File: src/rtl/zc_fsk_demod.sv
module zc_fsk_demod #(
  parameter int DW     = 8,
  parameter int WIN    = 32,
  parameter int HYST   = 4,
  parameter int THRESH = 6,
  localparam int SW    = $clog2(WIN + 1)
) (
  input  logic          clk,
  input  logic          rst_n,
  input  logic [DW-1:0] sample,
  output logic          zc_pulse,
  output logic [SW-1:0] density,
  output logic          data_out
);

  localparam logic [DW:0] MID   = (DW + 1)'(1) << (DW - 1);
  localparam logic [DW:0] HI_TH = MID + (DW + 1)'(HYST);
  localparam logic [DW:0] LO_TH = MID - (DW + 1)'(HYST);

  logic           sq, sq_q;
  logic [WIN-1:0] hist;
  logic           go_hi, go_lo;

  assign go_hi    = {1'b0, sample} >= HI_TH;
  assign go_lo    = {1'b0, sample} <  LO_TH;
  assign zc_pulse = sq ^ sq_q;

  always_ff @(posedge clk or negedge rst_n) begin
    if (!rst_n) begin
      sq   <= 1'b0;
      sq_q <= 1'b0;
    end else begin
      sq_q <= sq;
      if (go_hi)      sq <= 1'b1;
      else if (go_lo) sq <= 1'b0;
    end
  end

  always_ff @(posedge clk or negedge rst_n) begin
    if (!rst_n) begin
      hist    <= '0;
      density <= '0;
    end else begin
      hist    <= {hist[WIN-2:0], zc_pulse};
      density <= density + SW'(zc_pulse) - SW'(hist[WIN-1]);
    end
  end

  always_ff @(posedge clk or negedge rst_n) begin
    if (!rst_n) data_out <= 1'b0;
    else        data_out <= int'(density) >= THRESH;
  end

endmodule


File: config.mk
export PLATFORM = sky130hd
export DESIGN_NAME = zc_fsk_demod
export DESIGN_NICKNAME = d
export VERILOG_FILES = /design/src/rtl/zc_fsk_demod.sv
export SDC_FILE = /design/constraint.sdc
export NUM_CORES = 1
export LEC_CHECK = 0
export CORE_MARGIN = 3
export CORE_UTILIZATION = 40
export CTS_BUF_LIST = sky130_fd_sc_hd__clkbuf_4 sky130_fd_sc_hd__clkbuf_8
export DETAILED_ROUTE_END_ITERATION = 6
export GPL_TIMING_DRIVEN = 0
export MAX_ROUTING_LAYER = met4
export PLACE_DENSITY = 0.63
export REMOVE_ABC_BUFFERS = 1
export SETUP_SLACK_MARGIN = 0.3
export SYNTH_ARGS = -nofsm -noshare
export SYNTH_HDL_FRONTEND = slang
export SYNTH_SLANG_ARGS = --single-unit
File: constraint.sdc
create_clock -name clk -period 2.2 [get_ports clk]
set_clock_uncertainty 0.2 [all_clocks]
set_input_delay 0.55 -clock clk [delete_from_list [all_inputs] [get_ports clk]]
set_output_delay 0.55 -clock clk [all_outputs]
set_load 0.02 [all_outputs]
==> results of run 1 <==
state kept, by name, summed over array words and instances, names as in the netlist:
register	cells
sq_q	1
sq	1
density	6
hist	32
data_out	1
how the worst max path moves through the flow:
| stage | to | cells after the start | slack [ps] |
|---|---|---|---|
| finish | zc_pulse | 2 | 280 |
| global route | density[4] | 8 | 180 |
| CTS | zc_pulse | 2 | 150 |
| detailed placement | zc_pulse | 2 | 130 |
| global placement | hist[5] | 1 | -490 |
| floorplan | density[4] | 8 | 10 |
through the flow:
step / setup TNS (ps) / utilization (%) / cell area, um2 / hold slack (ps)
detailed placement: 0 / 49.1 / 1510 / 135
floorplan: 0 / - / 1310 / 54.4
CTS: 0 / 53.0 / 1630 / 133
global placement: -19840 / 49.3 / 1520 / 136
global route: 0 / 53.8 / 1660 / 162
finish: 0 / 53.8 / 1660 / 118
Yosys cell counts, drive strengths merged:
master  count
nand2       3
a21o        2
inv        11
xnor2       3
o21bai      1
a21oi       3
or4         1
nand3       2
dfrtp      41
o21ai       3
ha          7
xor2        2
a211oi      1
nor2        1
fa          1
logic make-up (layout without fill, tap and decap cells):
| family | after synthesis | in the layout | share of synthesized area (%) |
|---|---|---|---|
| xor gates and xnor gates | 5 | 5 | 3.34 |
| AOI/OAI and AO/OA | 10 | 10 | 4.58 |
| and+or+nand+nor | 7 | 7 | 2.48 |
| DFF | 41 | 41 | 78.2 |
| buffers and inverters | 11 | 38 | 3.15 |
| adders and majority gates | 8 | 8 | 8.21 |
final cells by class:
| class | count | share of cell area (%) |
|---|---|---|
| timing repair buffer | 19 | 9.98 |
| clock inverter | 2 | 2.27 |
| inverter | 11 | 2.49 |
| clock buffer | 6 | 3.10 |
| tap | 44 | 3.33 |
| sequential | 41 | 62.1 |
| multi-input combinational | 30 | 16.8 |
worst reg2reg max path, stage by stage, from the launching register on:
cell	delay, ps
dfrtp_1	440
xor2_2	230
ha_2	220
inv_2	40
fa_2	350
inv_2	60
a21o_1	110
a21oi_2	50
xnor2_1	120
layer usage:
metal  vias to the layer above  GRT usage (%)  part of all wire [%]
met5                         -              -                     0
met4                         0           4.04                     0
met3                         0           4.28                   6.0
met2                        17           13.6                    45
met1                       330           12.8                    49
li1                        312              -                     -
placed cells by master, fill, tap and decap left out, types with 2 or more instances in the layout:
master           Yosys  routed
clkdlybuf4s50_1      0       6
o21ai_0              2       2
nand3_1              2       2
a21o_1               2       2
dlygate4sd2_1        0       6
inv_1               11       7
clkbuf_4             0       5
ha_1                 7       5
a21oi_1              3       2
xnor2_1              3       3
inv_2                0       4
nand2_1              3       3
dfrtp_1             41      40
buf_4                0       5
repair_timing:
item,4_1_cts,5_1_grt
endpoints found under the hold margin,0,0
gates resized for setup,17,8
setup buffers,2,2
endpoints found under the setup margin,10,5
pin swaps,4,7
hold buffers,0,0
power by group:
part | total, mW | switching (mW) | internal [mW]
logic | 0.799 | 0.409 | 0.391
clock network | 0.490 | 0.220 | 0.270
registers | 0.992 | 0.0743 | 0.917
total | 2.28 | 0.703 | 1.58
==> results.sh, run 1 <==
export IMPL_slew_violations=0
export IMPL_final_cells=153
export IMPL_finalSetupViolations=0
export IMPL_max_slew_margin_pct=43.7
export IMPL_maxCapViolations=0
export IMPL_fmax_mhz=520
export IMPL_total_leakage_power_nw=0.770
export IMPL_avgSynthCellArea_um2=16.0
export IMPL_gp_congestion=0.715
export IMPL_core_um2=3080
export IMPL_n_antenna_cell=0
export IMPL_grt_pass1_wl_mm=2.88
export IMPL_place_detailed_hpwl_mm=1.06
export IMPL_fin_nets=126
export IMPL_fin_crit_ps=1920
export IMPL_cts_path_max_buffers=2
export IMPL_timing_final_crit_share_pct=87.3
export IMPL_grt_pass1_vias=670
export IMPL_synth_top_area_share_pct=78.2
export IMPL_cts_buffers=5
export IMPL_cp_slowest_cell="dfrtp_1"
export IMPL_vias_per_cell=4.31
export IMPL_hold_viol=0
export IMPL_hp_class="input pin to asynchronous set/reset pin"
export IMPL_die_area_um2=4000
export IMPL_start_util_pct=42.6
export IMPL_status="completed"
export IMPL_arrival_ps=1170
export IMPL_worstReg2RegStart="sq"
export IMPL_reg2reg_depth=8
export IMPL_required_ps=1450
export IMPL_critPathBufInv=1
export IMPL_drive_above_1_share_pct=22.9
export IMPL_placed_cells=141
export IMPL_synthDistinctLibCells=16
export IMPL_cts_tree="done"
export IMPL_multi_input_area_um2=278
export IMPL_critPathMaxFanout=3
export IMPL_ff_latch_area_um2=1030
export IMPL_insertion_delay_ps=320
export IMPL_cts_htree_levels=2
export IMPL_crit_chain="xor2_2, buf_4"
export IMPL_synth_yosys_warnings=0
export IMPL_r2r_end="density[4]"
export IMPL_ant_nets=0
export IMPL_tightest_slew_ps=845
export IMPL_synth_top_cell_by_area="dfrtp_1"
export IMPL_start_kind="register"
export IMPL_overflow=0
export IMPL_critPathKind="register to output port"
export IMPL_max_stage_delay_ps=440
export IMPL_post_place_ws_ps=132
export IMPL_netlist_instances=82
export IMPL_power_mw=2.28
export IMPL_endpoint_kind="output port"
export IMPL_vias=659
export IMPL_io_buffers=15
export IMPL_ir_drop_mv=0.472
export IMPL_synthTopCellsByArea="dfrtp_1, ha_1, inv_1"
export IMPL_synth_area_um2=1310
export IMPL_pin_count=18
export IMPL_clock_sinks=41
export IMPL_startpoint="sq"
export IMPL_crit_family="flip-flops"
export IMPL_fillers=281
export IMPL_rsz0062_at_grt="yes"
export IMPL_synth_yosys_seq_area_share_pct=78.2
export IMPL_area_growth_synth_to_final_pct=26.2
export IMPL_drt_wl_total_mm=1.70
export IMPL_first_pass_iters=3
export IMPL_rows=20
export IMPL_wl_per_cell_um=11.1
export IMPL_die_width_um=63.3
export IMPL_drt_iter0_markers=12
export IMPL_power_density_nw_per_um2=1380
export IMPL_die_h_um=63.3
export IMPL_r2r_setup_slack_ps=290
export IMPL_grt_use_total_pct=9.85
export IMPL_synth_seq_cells=41
export IMPL_fin_ws_ps=278
export IMPL_grt_max_degree=42
export IMPL_antenna_found_initial=0
export IMPL_cts_root_buf="clkbuf_4"
export IMPL_drc=0
export IMPL_path_clk_slew_ps=110
Power figures use the tool's default switching activity.
==> run 2: changes to the inputs <==
--- a/config.mk
+++ b/config.mk
@@ -10,6 +10,7 @@
 export CTS_BUF_LIST = sky130_fd_sc_hd__clkbuf_4 sky130_fd_sc_hd__clkbuf_8
 export DETAILED_ROUTE_END_ITERATION = 6
 export GPL_TIMING_DRIVEN = 0
+export HOLD_SLACK_MARGIN = 0.06
 export MAX_ROUTING_LAYER = met4
 export PLACE_DENSITY = 0.63
 export REMOVE_ABC_BUFFERS = 1
==> constraint.sdc (replaced) <==
create_clock -name clk -period 2.3 [get_ports clk]
set_clock_uncertainty 0.2 [all_clocks]
set_input_delay 0.575 -clock clk [delete_from_list [all_inputs] [get_ports clk]]
set_output_delay 0.575 -clock clk [all_outputs]
set_load 0.02 [all_outputs]
==> run 2 against run 1 <==
Effect of this change: die area unchanged; critical endpoint is now density[4]; sequential share of layout area shrank 0.12 points; combinational power is 5.0% lower; flip-flop and latch count did not move; clock power shrank 4.1%; sequential power decreased by 4.8%; cell area about the same; critical path type is now register to register; global-route usage down 0.079 points; non-clock buffer count is the same; power down 4.7%; highest routed layer unchanged.
==> results.sh, run 2 (synthesized netlist as in run 1, its figures left out) <==
export IMPL_status="completed"
export IMPL_slew_violations=0
export IMPL_max_slew_margin_pct=43.6
export IMPL_tightest_slew_ps=846
export IMPL_arrival_ps=2030
export IMPL_maxCapViolations=0
export IMPL_pin_count=18
export IMPL_insertion_delay_ps=320
export IMPL_fmax_mhz=497
export IMPL_cts_root_buf="clkbuf_4"
export IMPL_cts_path_max_buffers=2
export IMPL_fillers=279
export IMPL_cts_htree_levels=2
export IMPL_start_kind="register"
export IMPL_vias=650
export IMPL_reg_top3="hist x32, density x6"
export IMPL_core_um2=3080
export IMPL_first_pass_iters=3
export IMPL_drc=0
export IMPL_grt_use_total_pct=9.77
export IMPL_drive_above_1_share_pct=19.3
export IMPL_drt_iter0_markers=17
export IMPL_place_detailed_hpwl_mm=1.06
export IMPL_ant_nets=0
export IMPL_critPathMaxFanout=2
export IMPL_vias_per_cell=4.25
export IMPL_ff_latch_area_um2=1030
export IMPL_final_cell_mix="dfrtp_1, inv_1, dlygate4sd2_1"
export IMPL_antenna_found_initial=0
export IMPL_r2r_setup_slack_ps=290
export IMPL_reg2reg_depth=10
export IMPL_start_util_pct=42.6
export IMPL_overflow=0
export IMPL_timing_hold_ws_ps=143
export IMPL_area_growth_synth_to_final_pct=26.3
export IMPL_ir_drop_mv=0.451
export IMPL_drt_wl_total_mm=1.71
export IMPL_total_leakage_power_nw=0.777
export IMPL_rsz0062_at_grt="yes"
export IMPL_cts_tree="done"
export IMPL_required_ps=2320
export IMPL_fin_crit_ps=2010
export IMPL_ctsHoldBuffers=0
export IMPL_layout_commonest_cell="dfrtp_1"
export IMPL_io_buffers=15
export IMPL_grt_pass1_wl_mm=2.86
export IMPL_cts_buffers=5
export IMPL_gp_congestion=0.715
export IMPL_path_clk_slew_ps=110
export IMPL_finalSetupViolations=0
export IMPL_wl_per_cell_um=11.2
export IMPL_power_density_nw_per_um2=1310
export IMPL_final_core_util_pct=53.8
export IMPL_timing_final_crit_share_pct=87.4
export IMPL_die_area_um2=4000
export IMPL_hold_viol=0
export IMPL_largest_reg_flops=32
export IMPL_r2r_end="density[4]"
export IMPL_die_h_um=63.3
export IMPL_multi_input_area_um2=278
export IMPL_worstReg2RegStart="density[0]"
export IMPL_clock_sinks=41
export IMPL_hp_class="input pin to asynchronous set/reset pin"
export IMPL_grt_pass1_vias=662
export IMPL_grt_max_degree=42
export IMPL_endpoint_kind="register"
export IMPL_die_width_um=63.3
export IMPL_fin_nets=126
export IMPL_critPathKind="register to register"
export IMPL_registers_top_by_ff_count="hist"
export IMPL_rows=20
export IMPL_n_antenna_cell=0
[run 2: cell count changes in the layout (fill, tap and decap cells not counted)]
cell,previous run,this run
buf_4,5,4
buf_6,0,1
clkdlybuf4s15_1,1,0
dfrtp_1,40,41
dfrtp_2,1,0
dlygate4sd2_1,6,7
inv_1,7,10
inv_2,4,1
[run 2: where the power goes]
part	switching [mW]	leakage, nW	internal, mW
Clock	0.211	0.0445	0.258
Sequential	0.0686	0.479	0.876
Combinational	0.393	0.253	0.367
Total	0.673	0.777	1.50
[run 2: timing repair]
action,CTS,global route
pin swaps,0,8
hold endpoints to repair,0,0
setup buffers,0,4
resized for setup,10,11
endpoints found under the setup margin,9,3
gates cloned,0,0
[run 2: critical path: stages (launching register included)]
cell and delay (ps):
dfrtp_1 400, inv_1 70, ha_2 260, inv_1 90, ha_4 140, inv_2 40, fa_2 360, inv_1 60
a21o_1 120, a21oi_2 60, xnor2_1 120
[run 2: cell type report]
class                      instances  area share, %
sequential                        41           61.9
tap                               44           3.32
multi-input combinational         30           16.8
clock buffer                       6           3.10
timing repair buffer              19           10.1
clock inverter                     2           2.27
inverter                          11           2.49
[run 2: worst max-delay path by stage]
stage / from / to / slack [ps] / depth (start not counted)
after floorplan: sq / density[4] / 110 / 8
after global placement: rst_n / hist[5] / -410 / 1
after detailed placement: sq / zc_pulse / 210 / 2
after CTS: sq / zc_pulse / 170 / 2
after global routing: density[0] / density[4] / 190 / 10
final: density[0] / density[4] / 290 / 10
[run 2: per-layer routing]
metal / global-route usage (%) / vias up / routed length, um
met4: 4.04 / 0 / 0
met1: 13.0 / 322 / 853
li1: - / 311 / -
met2: 13.0 / 17 / 757
met5: - / - / 0
met3: 4.28 / 0 / 102
[run 2: metrics by stage]
stage / setup TNS [ps] / total power [mW] / std cells / area (um2) / setup WS, ps
2_1_floorplan: 0 / 1.43 / 82 / 1310 / 110
3_3_place_gp: -16770 / 1.66 / 141 / 1520 / -411
3_5_place_dp: 0 / 1.67 / 141 / 1510 / 207
4_1_cts: 0 / 2.12 / 149 / 1600 / 169
5_1_grt: 0 / 2.34 / 153 / 1660 / 194
6_report: 0 / 2.17 / 153 / 1660 / 289
==> run 3: changes to the inputs <==
--- a/config.mk
+++ b/config.mk
@@ -5,14 +5,17 @@
 export SDC_FILE = /design/constraint.sdc
 export NUM_CORES = 1
 export LEC_CHECK = 0
+export CELL_PAD_IN_SITES_DETAIL_PLACEMENT = 1
+export CELL_PAD_IN_SITES_GLOBAL_PLACEMENT = 1
 export CORE_MARGIN = 3
 export CORE_UTILIZATION = 40
 export CTS_BUF_LIST = sky130_fd_sc_hd__clkbuf_4 sky130_fd_sc_hd__clkbuf_8
+export CTS_CLUSTER_DIAMETER = 200
 export DETAILED_ROUTE_END_ITERATION = 6
 export GPL_TIMING_DRIVEN = 0
 export HOLD_SLACK_MARGIN = 0.06
 export MAX_ROUTING_LAYER = met4
-export PLACE_DENSITY = 0.63
+export PLACE_DENSITY_LB_ADDON = 0.1
 export REMOVE_ABC_BUFFERS = 1
 export SETUP_SLACK_MARGIN = 0.3
 export SYNTH_ARGS = -nofsm -noshare
==> run 3 against run 2 <==
Effect of this change: register-to-register slack gained 50 ps; first-iteration DRC count grew 120%; global-route usage grew 1.9 points; count of clock-buffer cells in the layout grew 1; die area is the same; power grew 2.6%; critical path type unchanged; highest routed layer is now met4.
==> results.sh, run 3 (synthesized netlist as in run 1, its figures left out) <==
export IMPL_status="completed"
export IMPL_die_area_um2=4000
export IMPL_gp_congestion=0.700
export IMPL_grt_pass1_wl_mm=3.26
export IMPL_fin_crit_ps=1960
export IMPL_insertion_delay_ps=330
export IMPL_max_stage_delay_ps=400
export IMPL_multi_input_area_um2=303
export IMPL_reg_top3="hist x32, density x6"
export IMPL_vias_per_cell=4.39
export IMPL_fin_nets=125
export IMPL_total_leakage_power_nw=0.775
export IMPL_wl_per_cell_um=12.3
export IMPL_dpl_cell_area_um2=1510
export IMPL_ant_nets=0
export IMPL_rsz0062_at_grt="yes"
export IMPL_placed_cells=141
export IMPL_grt_use_total_pct=11.7
export IMPL_tns_ps=0
export IMPL_area_growth_synth_to_final_pct=27.9
export IMPL_timing_final_crit_share_pct=85.3
export IMPL_vias=668
export IMPL_n_antenna_cell=0
export IMPL_max_slew_margin_pct=43.5
export IMPL_post_place_ws_ps=196
export IMPL_largest_reg_flops=32
export IMPL_final_cells=152
export IMPL_slew_violations=0
export IMPL_drc=0
export IMPL_place_detailed_hpwl_mm=1.18
export IMPL_tightest_slew_ps=847
export IMPL_arrival_ps=1990
export IMPL_die_width_um=63.3
export IMPL_clock_sinks=41
export IMPL_drive_above_1_share_pct=24.1
export IMPL_ir_drop_mv=0.581
export IMPL_start_kind="register"
export IMPL_fmax_mhz=510
export IMPL_finalSetupViolations=0
export IMPL_hold_viol=0
export IMPL_grt_pass1_vias=733
export IMPL_first_pass_iters=4
export IMPL_critPathKind="register to register"
export IMPL_antenna_found_initial=0
export IMPL_core_um2=3080
export IMPL_power_mw=2.23
export IMPL_layout_commonest_cell="dfrtp_1"
export IMPL_die_h_um=63.3
export IMPL_ff_latch_area_um2=1030
export IMPL_cts_root_buf="clkbuf_4"
export IMPL_final_cell_mix="dfrtp_1, inv_1, dlygate4sd2_1"
export IMPL_crit_chain="inv_2, ha_4, inv_2, ha_4, inv_2, fa_2, inv_2, a21o_1, a21oi_2, xnor2_1"
export IMPL_cts_htree_levels=2
export IMPL_drt_iter0_markers=38
export IMPL_grt_max_degree=42
export IMPL_endpoint_kind="register"
export IMPL_registers_top_by_ff_count="hist"
export IMPL_hp_class="input pin to asynchronous set/reset pin"
export IMPL_cts_path_max_buffers=2
export IMPL_cts_buffers=5
export IMPL_rows=20
export IMPL_path_clk_slew_ps=110
export IMPL_maxCapViolations=0
export IMPL_start_util_pct=42.6
export IMPL_ctsHoldBuffers=0
export IMPL_cp_slowest_cell="dfrtp_1"
export IMPL_io_buffers=15
export IMPL_power_density_nw_per_um2=1330
export IMPL_critPathMaxFanout=3
export IMPL_reg2reg_depth=10
export IMPL_fillers=303
export IMPL_pin_count=18
export IMPL_cts_tree="done"
export IMPL_overflow=0
export IMPL_drt_wl_total_mm=1.87
export IMPL_required_ps=2330
export IMPL_path_common_cell="inv_2"
export IMPL_fin_ws_ps=339
export IMPL_final_area_um2=1680
run 3: cell count changes in the layout (fill, tap and decap cells not counted), sizes merged:
cell	change
clkinvlp	-1
clkbuf	+1
buf	-1
run 3: where the power goes:
group          switching, mW  internal (mW)
Clock                  0.206          0.271
Sequential            0.0730          0.878
Combinational          0.419          0.381
run 3: final cells by class:
cell class / instances / share of cell area, %
Multi-Input combinational cell: 30 / 18.1
Sequential cell: 41 / 61.3
Inverter: 11 / 2.46
Clock inverter: 1 / 1.79
Tap cell: 44 / 3.28
Clock buffer: 7 / 3.51
Timing Repair Buffer: 18 / 9.55
run 3: final timing paths:
kind,slack [ps],end,from
worst max-delay path,340,density[4],density[0]
worst min-delay path,140,hist[16],rst_n
worst max register to register,340,density[4],density[0]
worst min register to register,160,hist[15],hist[14]
max in group asynchronous,1180,sq,rst_n
min in group clk,160,hist[15],hist[14]
run 3: worst max-delay path: cells and delay by family (launching register included):
| kind | cells | cell delay, ps |
|---|---|---|
| AO/OA/AOI/OAI | 2 | 180 |
| XOR/XNOR | 1 | 120 |
| adder cells (fa/ha/maj) | 3 | 710 |
| buffers and inverters | 4 | 240 |
| flip-flops | 1 | 400 |
run 3: what timing repair did:
item / 4_1_cts / 5_1_grt
pin swaps: 0 / 6
gates resized for setup: 9 / 19
setup buffers: 0 / 3
setup endpoints to repair: 9 / 4
run 3: metal layers:
layer	vias to the layer above	global-route usage, %	part of all wire, %
met5	-	-	0
met3	4	7.13	5.6
met1	335	14.4	46
met2	18	15.3	46
met4	0	4.85	1.6
li1	311	-	-
run 3: through the flow:
stage	hold WS, ps	util, %
after floorplan	79.4	-
after global placement	138	49.3
after detailed placement	136	49.1
after CTS	156	51.9
after global routing	169	54.5
final	140	54.5
